**src/rtl/table_dac_dma.sv**
```systemverilog
module table_dac_dma #(
  parameter int DW    = 32,
  parameter int AW    = 16,
  parameter int DEPTH = 256,
  parameter int DIVW  = 16
) (
  input  logic          clk,
  input  logic          rst_n,
  input  logic          cfg_we,
  input  logic [2:0]    cfg_addr,
  input  logic [DW-1:0] cfg_wdata,
  output logic          mem_re,
  output logic [AW-1:0] mem_addr,
  input  logic [DW-1:0] mem_rdata,
  output logic          out_we,
  output logic [AW-1:0] out_addr,
  output logic [DW-1:0] out_data,
  input  logic          ext_trig,
  output logic          pwm_out,
  output logic          irq
);
  localparam int CW   = $clog2(DEPTH + 1);
  localparam int STEP = DW / 8;

  logic            en_q, rld_q, ext_q, pend_q, rd_q, pwm_d;
  logic [AW-1:0]   src_q, dst_q, cur_q;
  logic [CW-1:0]   cnt_q, left_q;
  logic [DIVW-1:0] div_q, tcnt;
  logic            ctrl_wr, cmp_evt, trig, last;

  assign ctrl_wr  = cfg_we && cfg_addr == 3'd0;
  assign pwm_out  = (div_q != '0) && (tcnt < (div_q >> 1));
  assign cmp_evt  = pwm_d && !pwm_out;
  assign trig     = ext_q ? ext_trig : cmp_evt;
  assign mem_re   = en_q && pend_q && !rd_q && (left_q != '0);
  assign mem_addr = cur_q;
  assign out_we   = rd_q;
  assign out_addr = dst_q;
  assign out_data = mem_rdata;
  assign last     = rd_q && (left_q == CW'(1));
  assign irq      = last;

  always_ff @(posedge clk or negedge rst_n) begin
    if (!rst_n) begin
      src_q <= '0;
      dst_q <= '0;
      cnt_q <= CW'(DEPTH);
      div_q <= '0;
    end else if (cfg_we) begin
      case (cfg_addr)
        3'd1: src_q <= cfg_wdata[AW-1:0];
        3'd2: dst_q <= cfg_wdata[AW-1:0];
        3'd3: cnt_q <= cfg_wdata[CW-1:0];
        3'd4: div_q <= cfg_wdata[DIVW-1:0];
        default: ;
      endcase
    end
  end

  always_ff @(posedge clk or negedge rst_n) begin
    if (!rst_n) begin
      tcnt  <= '0;
      pwm_d <= 1'b0;
    end else begin
      pwm_d <= pwm_out;
      if ((cfg_we && cfg_addr == 3'd4) || div_q == '0 || tcnt >= div_q - DIVW'(1))
        tcnt <= '0;
      else
        tcnt <= tcnt + DIVW'(1);
    end
  end

  always_ff @(posedge clk or negedge rst_n) begin
    if (!rst_n) begin
      en_q   <= 1'b0;
      rld_q  <= 1'b0;
      ext_q  <= 1'b0;
      pend_q <= 1'b0;
      rd_q   <= 1'b0;
      cur_q  <= '0;
      left_q <= '0;
    end else if (ctrl_wr) begin
      en_q   <= cfg_wdata[0];
      rld_q  <= cfg_wdata[1];
      ext_q  <= cfg_wdata[2];
      pend_q <= 1'b0;
      rd_q   <= 1'b0;
      cur_q  <= src_q;
      left_q <= cnt_q;
    end else begin
      rd_q <= mem_re;
      if (en_q && trig)
        pend_q <= 1'b1;
      else if (mem_re)
        pend_q <= 1'b0;
      if (rd_q) begin
        if (last) begin
          cur_q  <= src_q;
          left_q <= cnt_q;
          if (!rld_q) begin
            en_q   <= 1'b0;
            pend_q <= 1'b0;
          end
        end else begin
          cur_q  <= cur_q + AW'(STEP);
          left_q <= left_q - CW'(1);
        end
      end
    end
  end

  p_read_then_write_r4: assert property (@(posedge clk) disable iff (!rst_n)
    (mem_re && !ctrl_wr) |=> out_we);
  p_src_step_r5: assert property (@(posedge clk) disable iff (!rst_n)
    (out_we && !irq && !cfg_we) |=> (mem_addr == $past(mem_addr) + AW'(STEP)));
  p_irq_single_r6: assert property (@(posedge clk) disable iff (!rst_n)
    irq |=> !irq);
  p_reload_start_r7: assert property (@(posedge clk) disable iff (!rst_n)
    (irq && rld_q && !cfg_we) |=> (mem_addr == src_q));
  p_stop_after_pass_r8: assert property (@(posedge clk) disable iff (!rst_n)
    (irq && !rld_q && !cfg_we) |=> !en_q);
  p_no_back_to_back_r10: assert property (@(posedge clk) disable iff (!rst_n)
    out_we |=> !out_we);
  p_timer_stopped_r3: assert property (@(posedge clk) disable iff (!rst_n)
    (div_q == '0 && $past(div_q) == '0) |-> !pwm_d);
endmodule

```
**config.mk**
```make
export PLATFORM = sky130hd
export DESIGN_NAME = table_dac_dma
export DESIGN_NICKNAME = d
export VERILOG_FILES = /design/src/rtl/table_dac_dma.sv
export SDC_FILE = /design/constraint.sdc
export NUM_CORES = 1
export LEC_CHECK = 0
export BUFFER_PORTS_ARGS = -buffer_cell sky130_fd_sc_hd__buf_2
export CORE_MARGIN = 4
export CORE_UTILIZATION = 44
export CTS_CLUSTER_DIAMETER = 40
export DETAILED_ROUTE_END_ITERATION = 6
export GPL_ROUTABILITY_DRIVEN = 1
export PLACE_DENSITY_LB_ADDON = 0.25
export SLEW_MARGIN = 20
export SYNTH_ARGS = -nofsm -noshare
export SYNTH_HDL_FRONTEND = slang
export SYNTH_SLANG_ARGS = --single-unit
```
**constraint.sdc**
```tcl
create_clock -name clk -period 4.2 [get_ports clk]
set_input_delay 0.84 -clock clk [delete_from_list [all_inputs] [get_ports clk]]
set_output_delay 0.84 -clock clk [all_outputs]
set_load 0.05 [all_outputs]
```
* After elaboration in Yosys (flattened, before gate mapping)
Cells that the tools add are included.
** Storage, ports and cells
- Word-level logic and storage cells :: 68
- Register bits :: 104
- Output and inout bits :: 68
- Input port bits :: 71
** Operators by class
- Multiplexer cells :: 19
- $add $sub $neg :: 4
- Eq/ne operators :: 6
- Reductions and logical operators :: 24
- Magnitude comparators :: 2
** Operator list (count)
- 2-to-1 mux 16 bit :: 4
- 2-to-1 mux 9 bit :: 3
- adder 16 x 1 -> 16 bit (second input constant) :: 1
- adder 16 x 3 -> 16 bit (second input constant) :: 1
- >= comparator 16 bit :: 1
- zero test 16 bit :: 1
- less-than comparator 16 x 15 -> 1 bit :: 1
- nonzero test 16 bit :: 1
- subtractor 16 x 1 -> 16 bit (second input constant) :: 1
- 2-to-1 mux 1 bit :: 12
- == test 9 x 1 -> 1 bit (second input constant) :: 1
- logical AND 1 bit :: 9
- nonzero test 9 bit :: 1
- subtractor 9 x 1 -> 9 bit (second input constant) :: 1
- AND reduction 2 bit :: 4
- == test 3 x 2 -> 1 bit (second input constant) :: 2
- nonzero test 2 bit :: 2
- == test 3 x 1 -> 1 bit (second input constant) :: 1
- == test 3 bit (second input constant) :: 1
- zero test 3 bit :: 1
- AND reduction 3 bit :: 1
- zero test 1 bit :: 2
- logical OR 1 bit :: 2
- != test 2 x 1 -> 1 bit (second input constant) :: 1

* Logic depth before layout (Yosys ltp)
Gate-level depths: netlist of run 1.
- Depth in word-level cells :: 11
- Gate-level depth with buffers :: 13
- Depth with buffers taken out :: 12

* Worst setup path before layout of run 1
Ideal clock, no wire load.
- Path type :: reg2out
- From :: register div_q[11]
- To :: output pwm_out
- Path slack :: 1.216 ns
- Arrival :: 2.144 ns
- Cell stages (with the launch flop) :: 8
- Buffers on the path :: 0
- Data required time :: 3.360 ns
- Cells stage by stage :: dfrtp_1 > inv_1 > ha_1 > a21oi_1 > nand2_1 > a221oi_1 > o211ai_1 > a31oi_1
** Between the ends
- Longest elaborated chain between the ends :: 2
- Elaborated cells on any way between the ends :: 3
- Classes of those cells :: order compare (1); reduce/logical (2)
** RTL lines
- start, declared :: RTL line 28 : logic [DIVW-1:0] div_q, tcnt;
- start signal, assigned :: RTL line 54 : 3'd4: div_q <= cfg_wdata[DIVW-1:0];
- less-than comparator 16 x 15 -> 1 bit / nonzero test 16 bit (equally long branches) :: RTL line 32 : assign pwm_out = (div_q != '0) && (tcnt < (div_q >> 1));
- logical AND 1 bit * :: RTL line 32
- end, declared :: RTL line 19 : output logic pwm_out,
Every way passes the cells marked *; elsewhere a longest branch is shown, timed or not.

* Final worst setup path of run 1
Same ends and word-level chain as after synthesis.

==> impl_metrics.ini, run 1 <==
[setup_path]
critPathRequiredTime_ps = 3360
ff2ff_setup_slack_ps = 910
path_class = reg2out
cp-endpoint = pwm_out
critPathArrivalTime_ps = 2600
rr_worst_depth = 12
cp-startpoint = div_q[11]$_DFFE_PN0P_
rr_startpoint = div_q[0]$_DFFE_PN0P_
r2r-end = tcnt[11]$_DFF_PN0_
worst_setup_path_end_kind = output port
worst-path-max-fanout = 3
crit_path_start_kind = flop

[pwr]
total_leakage_power_nw = 2.85
power_density_nw_per_um2 = 583
ir_worst_vdd_uv = 207

[synth]
ys_seq_area_frac = 0.448
synth_top_cell_area_share = 0.444
synth_mux_area_frac = 0.0848
synth_xor_xnor_area_share = 0.0422
synth.distinct_cells = 59
synth_top_family_by_area = simple AND/OR/NAND/NOR gates
synthSimpleGateAreaFrac = 0.167
syn_nets = 680
async_reset_ff_frac = 1.00
synth_fa_ha_area_frac = 0.0754
yosys_warnings = 0
syn_avg_cell_area_um2 = 10.1
postSynthCellCount = 574
synth-compound-area-share = 0.107
synth_edf_count = 0
synth_seq_cells = 104
synthTopCellsByArea = dfrtp_1, mux2_2, ha_1, buf_4, nand2_1
yosys.area.top_type = dfrtp_1
synth_top_flop_cell = dfrtp_1
syn_area_um2 = 5810

[floorplan]
ioPinCount = 139
floorplan.initialDensity = 0.455
rows = 41
dieArea_um2 = 15100
dieHeight_um = 123
die_w_um = 123
core-area_um2 = 12800

[timing]
tightestPinTransition_ps = 896
report.final.setup_viol = 0
fin_crit_sh = 0.819
fin_skew_ps = 7.36
rsz0062_at_grt = false
slew_headroom = 0.403
fmax_mhz = 291
setup_slack_ps = 760
tns_ps = 0
final-hold-violation-count = 0
period_needed_ps = 3440
final_max_slew_viol_count = 0

[drt]
vias_per_cell = 5.59
drc = 0
routedWlPerCell_um = 17.3
drt-initial-drc-count = 318
routed_wl_um = 13400
num_vias = 4322
drt_first_pass_iters = 4
ant_nets = 0

[clock_tree]
clk_latency_ps = 350
cts_setup_buffers = 0
cts_resized = 0
hold_buffers = 0
clk_pin_slew_ps = 70
clock-sinks = 104
cts_buffers = 9
htreeDepth = 3
cts-root-buf = clkbuf_16
cts_tree = yes
cts_buffer_depth = 2

[placement]
gp_congestion = 0.846
portBuffers = 58
place_ws_ps = 607
hpwl_um = 9770

[final_layout]
area_growth_pct = 8.42
fillers = 1173
diodes = 0
layout-drive-gt1-share = 0.228
nets = 702
final_common_cell = dfrtp_1
mostFrequentLayoutCells = dfrtp_1, buf_2, nand2_1

[grt]
antenna_found_initial = 0
grt-ovfl-total = 0
track_usage = 0.184
grt_pass1_wl_um = 21700
grt_pass1_vias = 4279
grt_max_degree = 42

[hold_path]
hp-class = in2async

[run_status]
run_status = complete, no violations

[flow_run]
max_cap_viol_count = 0
how the worst min path moves through the flow:
| stage | slack, ps | to |
|---|---|---|
| 6_report | 450 | src_q[1]$_DFFE_PN0P_ |
| 5_1_grt | 480 | rld_q$_DFFE_PN0P_ |
| 4_1_cts | 460 | out_addr[2]$_DFFE_PN0P_ |
| 3_5_place_dp | 460 | mem_addr[0]$_DFFE_PN0P_ |
| 3_3_place_gp | 450 | mem_addr[1]$_DFFE_PN0P_ |
| 2_1_floorplan | 440 | mem_addr[0]$_DFFE_PN0P_ |
layer usage:
layer,GRT usage,routed length (um),up-vias
met5,0,0,-
met3,0.0297,399,17
met1,0.240,6010,2161
met4,0.0721,209,0
met2,0.308,6750,81
li1,-,-,2063
state kept, by name (all words and copies together) (netlist names):
register and cells:
div_q 16, mem_addr 16, out_addr 16, src_q 16
tcnt 16, cnt_q 9, left_q 9, en_q 1
ext_q 1, out_we 1, pend_q 1, pwm_d 1
rld_q 1
cell families after synthesis:
group / Yosys count
simple gates: 182
compound gates: 106
flops: 104
buf+inv: 75
mux: 44
fa+ha+maj: 35
xor+xnor: 28
synthesized netlist by cell type, types with 2 or more instances:
master     number
buf_4          33
a21oi_1        32
clkbuf_1        8
a21o_1          7
nor3b_1         4
nand2_1        53
nor2_1         28
o22ai_1         2
nand3_1        18
and4_1          6
nor4_1          5
nand4_1        12
dfrtp_1       103
a22oi_1         2
nor4b_1         2
nor2b_1         2
nand2b_1        2
o21a_1          2
xor2_1         10
mux2_2         42
mux2i_1         2
a2bb2oi_1       2
buf_2           9
o21ai_0        32
o22a_1          3
buf_6           3
xnor2_1        18
ha_1           35
a221oi_1        2
a31oi_1         6
o21ai_1         9
and3_1          6
nor3_1         27
inv_1          22
critical path, stage by stage, from the launching register on:
cell and delay, ps:
dfrtp_1 410, inv_1 100, ha_1 330, nand4_1 140, inv_1 50, a221oi_1 330
o211ai_1 140, a31oi_1 410, buf_2 360
stage by stage:
stage                     hold WS (ps)  instances  total power [mW]  cell area, um2   util
after detailed placement           459        757              2.90            6020  0.471
after global routing               477        773              3.91            6300  0.493
after global placement             453        757              2.84            6020  0.471
final                              452        773              3.67            6300  0.493
after floorplan                    442        574              2.59            5810      -
after CTS                          456        773              3.70            6300  0.493
area by class of cell:
| cell class | count | area, um2 | share of cell area |
|---|---|---|---|
| Clock inverter | 5 | 31.3 | 0.00497 |
| Timing Repair Buffer | 64 | 338 | 0.0536 |
| Tap cell | 172 | 215 | 0.0342 |
| Inverter | 22 | 82.6 | 0.0131 |
| Multi-Input combinational cell | 395 | 2790 | 0.442 |
| Sequential cell | 104 | 2600 | 0.413 |
| Clock buffer | 11 | 243 | 0.0385 |
report_power, final:
part,internal (mW),switching (mW)
registers,1.27,0.284
clock network,0.418,0.377
logic,0.466,0.856
Power figures use the tool's default switching activity.
==> run 2: changes to the inputs <==
clock period = 3.4 ns   (was 4.2 ns; I/O delays follow)
==> impl_metrics.ini, run 2 (synthesized netlist as in run 1, its figures left out) <==
[clock_tree]
cts_tree = yes
cts_buffer_depth = 2
clk_latency_ps = 350
hold_buffers = 0
cts_resized = 1
cts_setup_buffers = 0
cts_buffers = 9
clock-sinks = 104
cts-root-buf = clkbuf_16
htreeDepth = 3
clk_pin_slew_ps = 70

[setup_path]
critPathMaxStageDelay_ps = 440
critPathRequiredTime_ps = 2720
path_class = reg2out
worst_path_most_repeated_cell = inv_1
worst-path-max-fanout = 4
crit_slowest_cell = dfrtp_1
crit_buf_inv = 3
critPathArrivalTime_ps = 2500
crit_path_start_kind = flop
rr_startpoint = div_q[1]$_DFFE_PN0P_
ff2ff_setup_slack_ps = 320
r2r-end = tcnt[6]$_DFF_PN0_
path_cells = inv_1 -> ha_1 -> nand4_1 -> inv_1 -> a221oi_1 -> o211ai_1 -> a31oi_2 -> buf_2
worst_setup_path_end_kind = output port
rr_worst_depth = 12
critPathTopFamily = compound AO/OA/AOI/OAI gates
cp_num_cells = 8

[grt]
grt_max_degree = 62
grt_pass1_wl_um = 22500
antenna_found_initial = 0
grt-ovfl-total = 0
track_usage = 0.192
grt_pass1_vias = 4491

[floorplan]
dieArea_um2 = 15100
core-area_um2 = 12800
rows = 41
dieHeight_um = 123
ioPinCount = 139
die_w_um = 123
floorplan.initialDensity = 0.455

[pwr]
ir_worst_vdd_uv = 276
power.total_mw = 4.60
power_density_nw_per_um2 = 717
total_leakage_power_nw = 2.92

[drt]
drc = 0
routed_wl_um = 13600
drt_first_pass_iters = 6
drt-initial-drc-count = 257
vias_per_cell = 5.53
ant_nets = 0
routedWlPerCell_um = 17.4
num_vias = 4330

[final_layout]
layoutNonFillerInstCount = 783
regArea_um2 = 2600
mostFrequentLayoutCells = dfrtp_1, buf_2, nand2_1
layout-drive-gt1-share = 0.242
nets = 714
design_area_um2 = 6410
diodes = 0
fillers = 1170
area_growth_pct = 10.4
final_common_cell = dfrtp_1
multi_input_area_um2 = 2800

[placement]
portBuffers = 58
placedInstanceArea_um2 = 6120
gp_congestion = 0.823
hpwl_um = 9850
dp.cells = 769

[hold_path]
hp-class = in2async

[timing]
fmax_mhz = 314
tightestPinTransition_ps = 860
slew_headroom = 0.427
fin_crit_sh = 0.937
final_max_slew_viol_count = 0
final-hold-violation-count = 0
whs_ps = 396
report.final.setup_viol = 0
fin_skew_ps = 8.28
period_needed_ps = 3180

[run_status]
run_status = complete, no violations

[flow_run]
max_cap_viol_count = 0
-- run 2: through the flow --
step | utilization | worst slack (ps) | setup TNS, ps
global placement | 0.479 | -43.0 | -545
floorplan | - | 423 | 0
finish | 0.502 | 216 | 0
CTS | 0.501 | 145 | 0
global route | 0.502 | -0.921 | -0.921
detailed placement | 0.479 | -109 | -1460
-- run 2: report_power, final --
part / switching, mW / internal [mW]
Sequential: 0.340 / 1.57
Clock: 0.458 / 0.561
Combinational: 1.07 / 0.602
-- run 2: area by class of cell --
cell class,instances,share of cell area
clock buffer,10,0.0357
timing repair buffer,76,0.0687
clock inverter,4,0.00741
multi-input combinational,395,0.436
inverter,22,0.0129
tap,172,0.0336
sequential,104,0.406
-- run 2: metal layers --
metal / vias up / GRT usage / wire, um / part of all wire
li1: 2089 / - / - / -
met1: 2115 / 0.247 / 6000 / 0.44
met2: 98 / 0.312 / 6660 / 0.49
met3: 28 / 0.0393 / 546 / 0.040
met4: 0 / 0.0889 / 423 / 0.031
met5: - / 0 / 0 / 0
-- run 2: worst max path at each step --
stage                               start  slack [ps]                  to
finish              div_q[10]$_DFFE_PN0P_         220             pwm_out
global route         div_q[1]$_DFFE_PN0P_        -0.9   tcnt[6]$_DFF_PN0_
CTS                 div_q[11]$_DFFE_PN0P_         140             pwm_out
detailed placement   div_q[1]$_DFFE_PN0P_        -110   tcnt[4]$_DFF_PN0_
global placement     div_q[0]$_DFFE_PN0P_         -40   tcnt[2]$_DFF_PN0_
floorplan            div_q[0]$_DFFE_PN0P_         420  tcnt[10]$_DFF_PN0_
-- run 2: worst register-to-register path, stage by stage, from the launching register on --
cell       delay (ps)
dfrtp_1           390
inv_1              90
ha_1              170
or4b_4            510
nor3_1            240
xnor2_1           100
ha_1              290
and3_1            160
o21ai_0            80
a21oi_1           190
o2111ai_1         190
o21ai_4           410
nor3_1            120
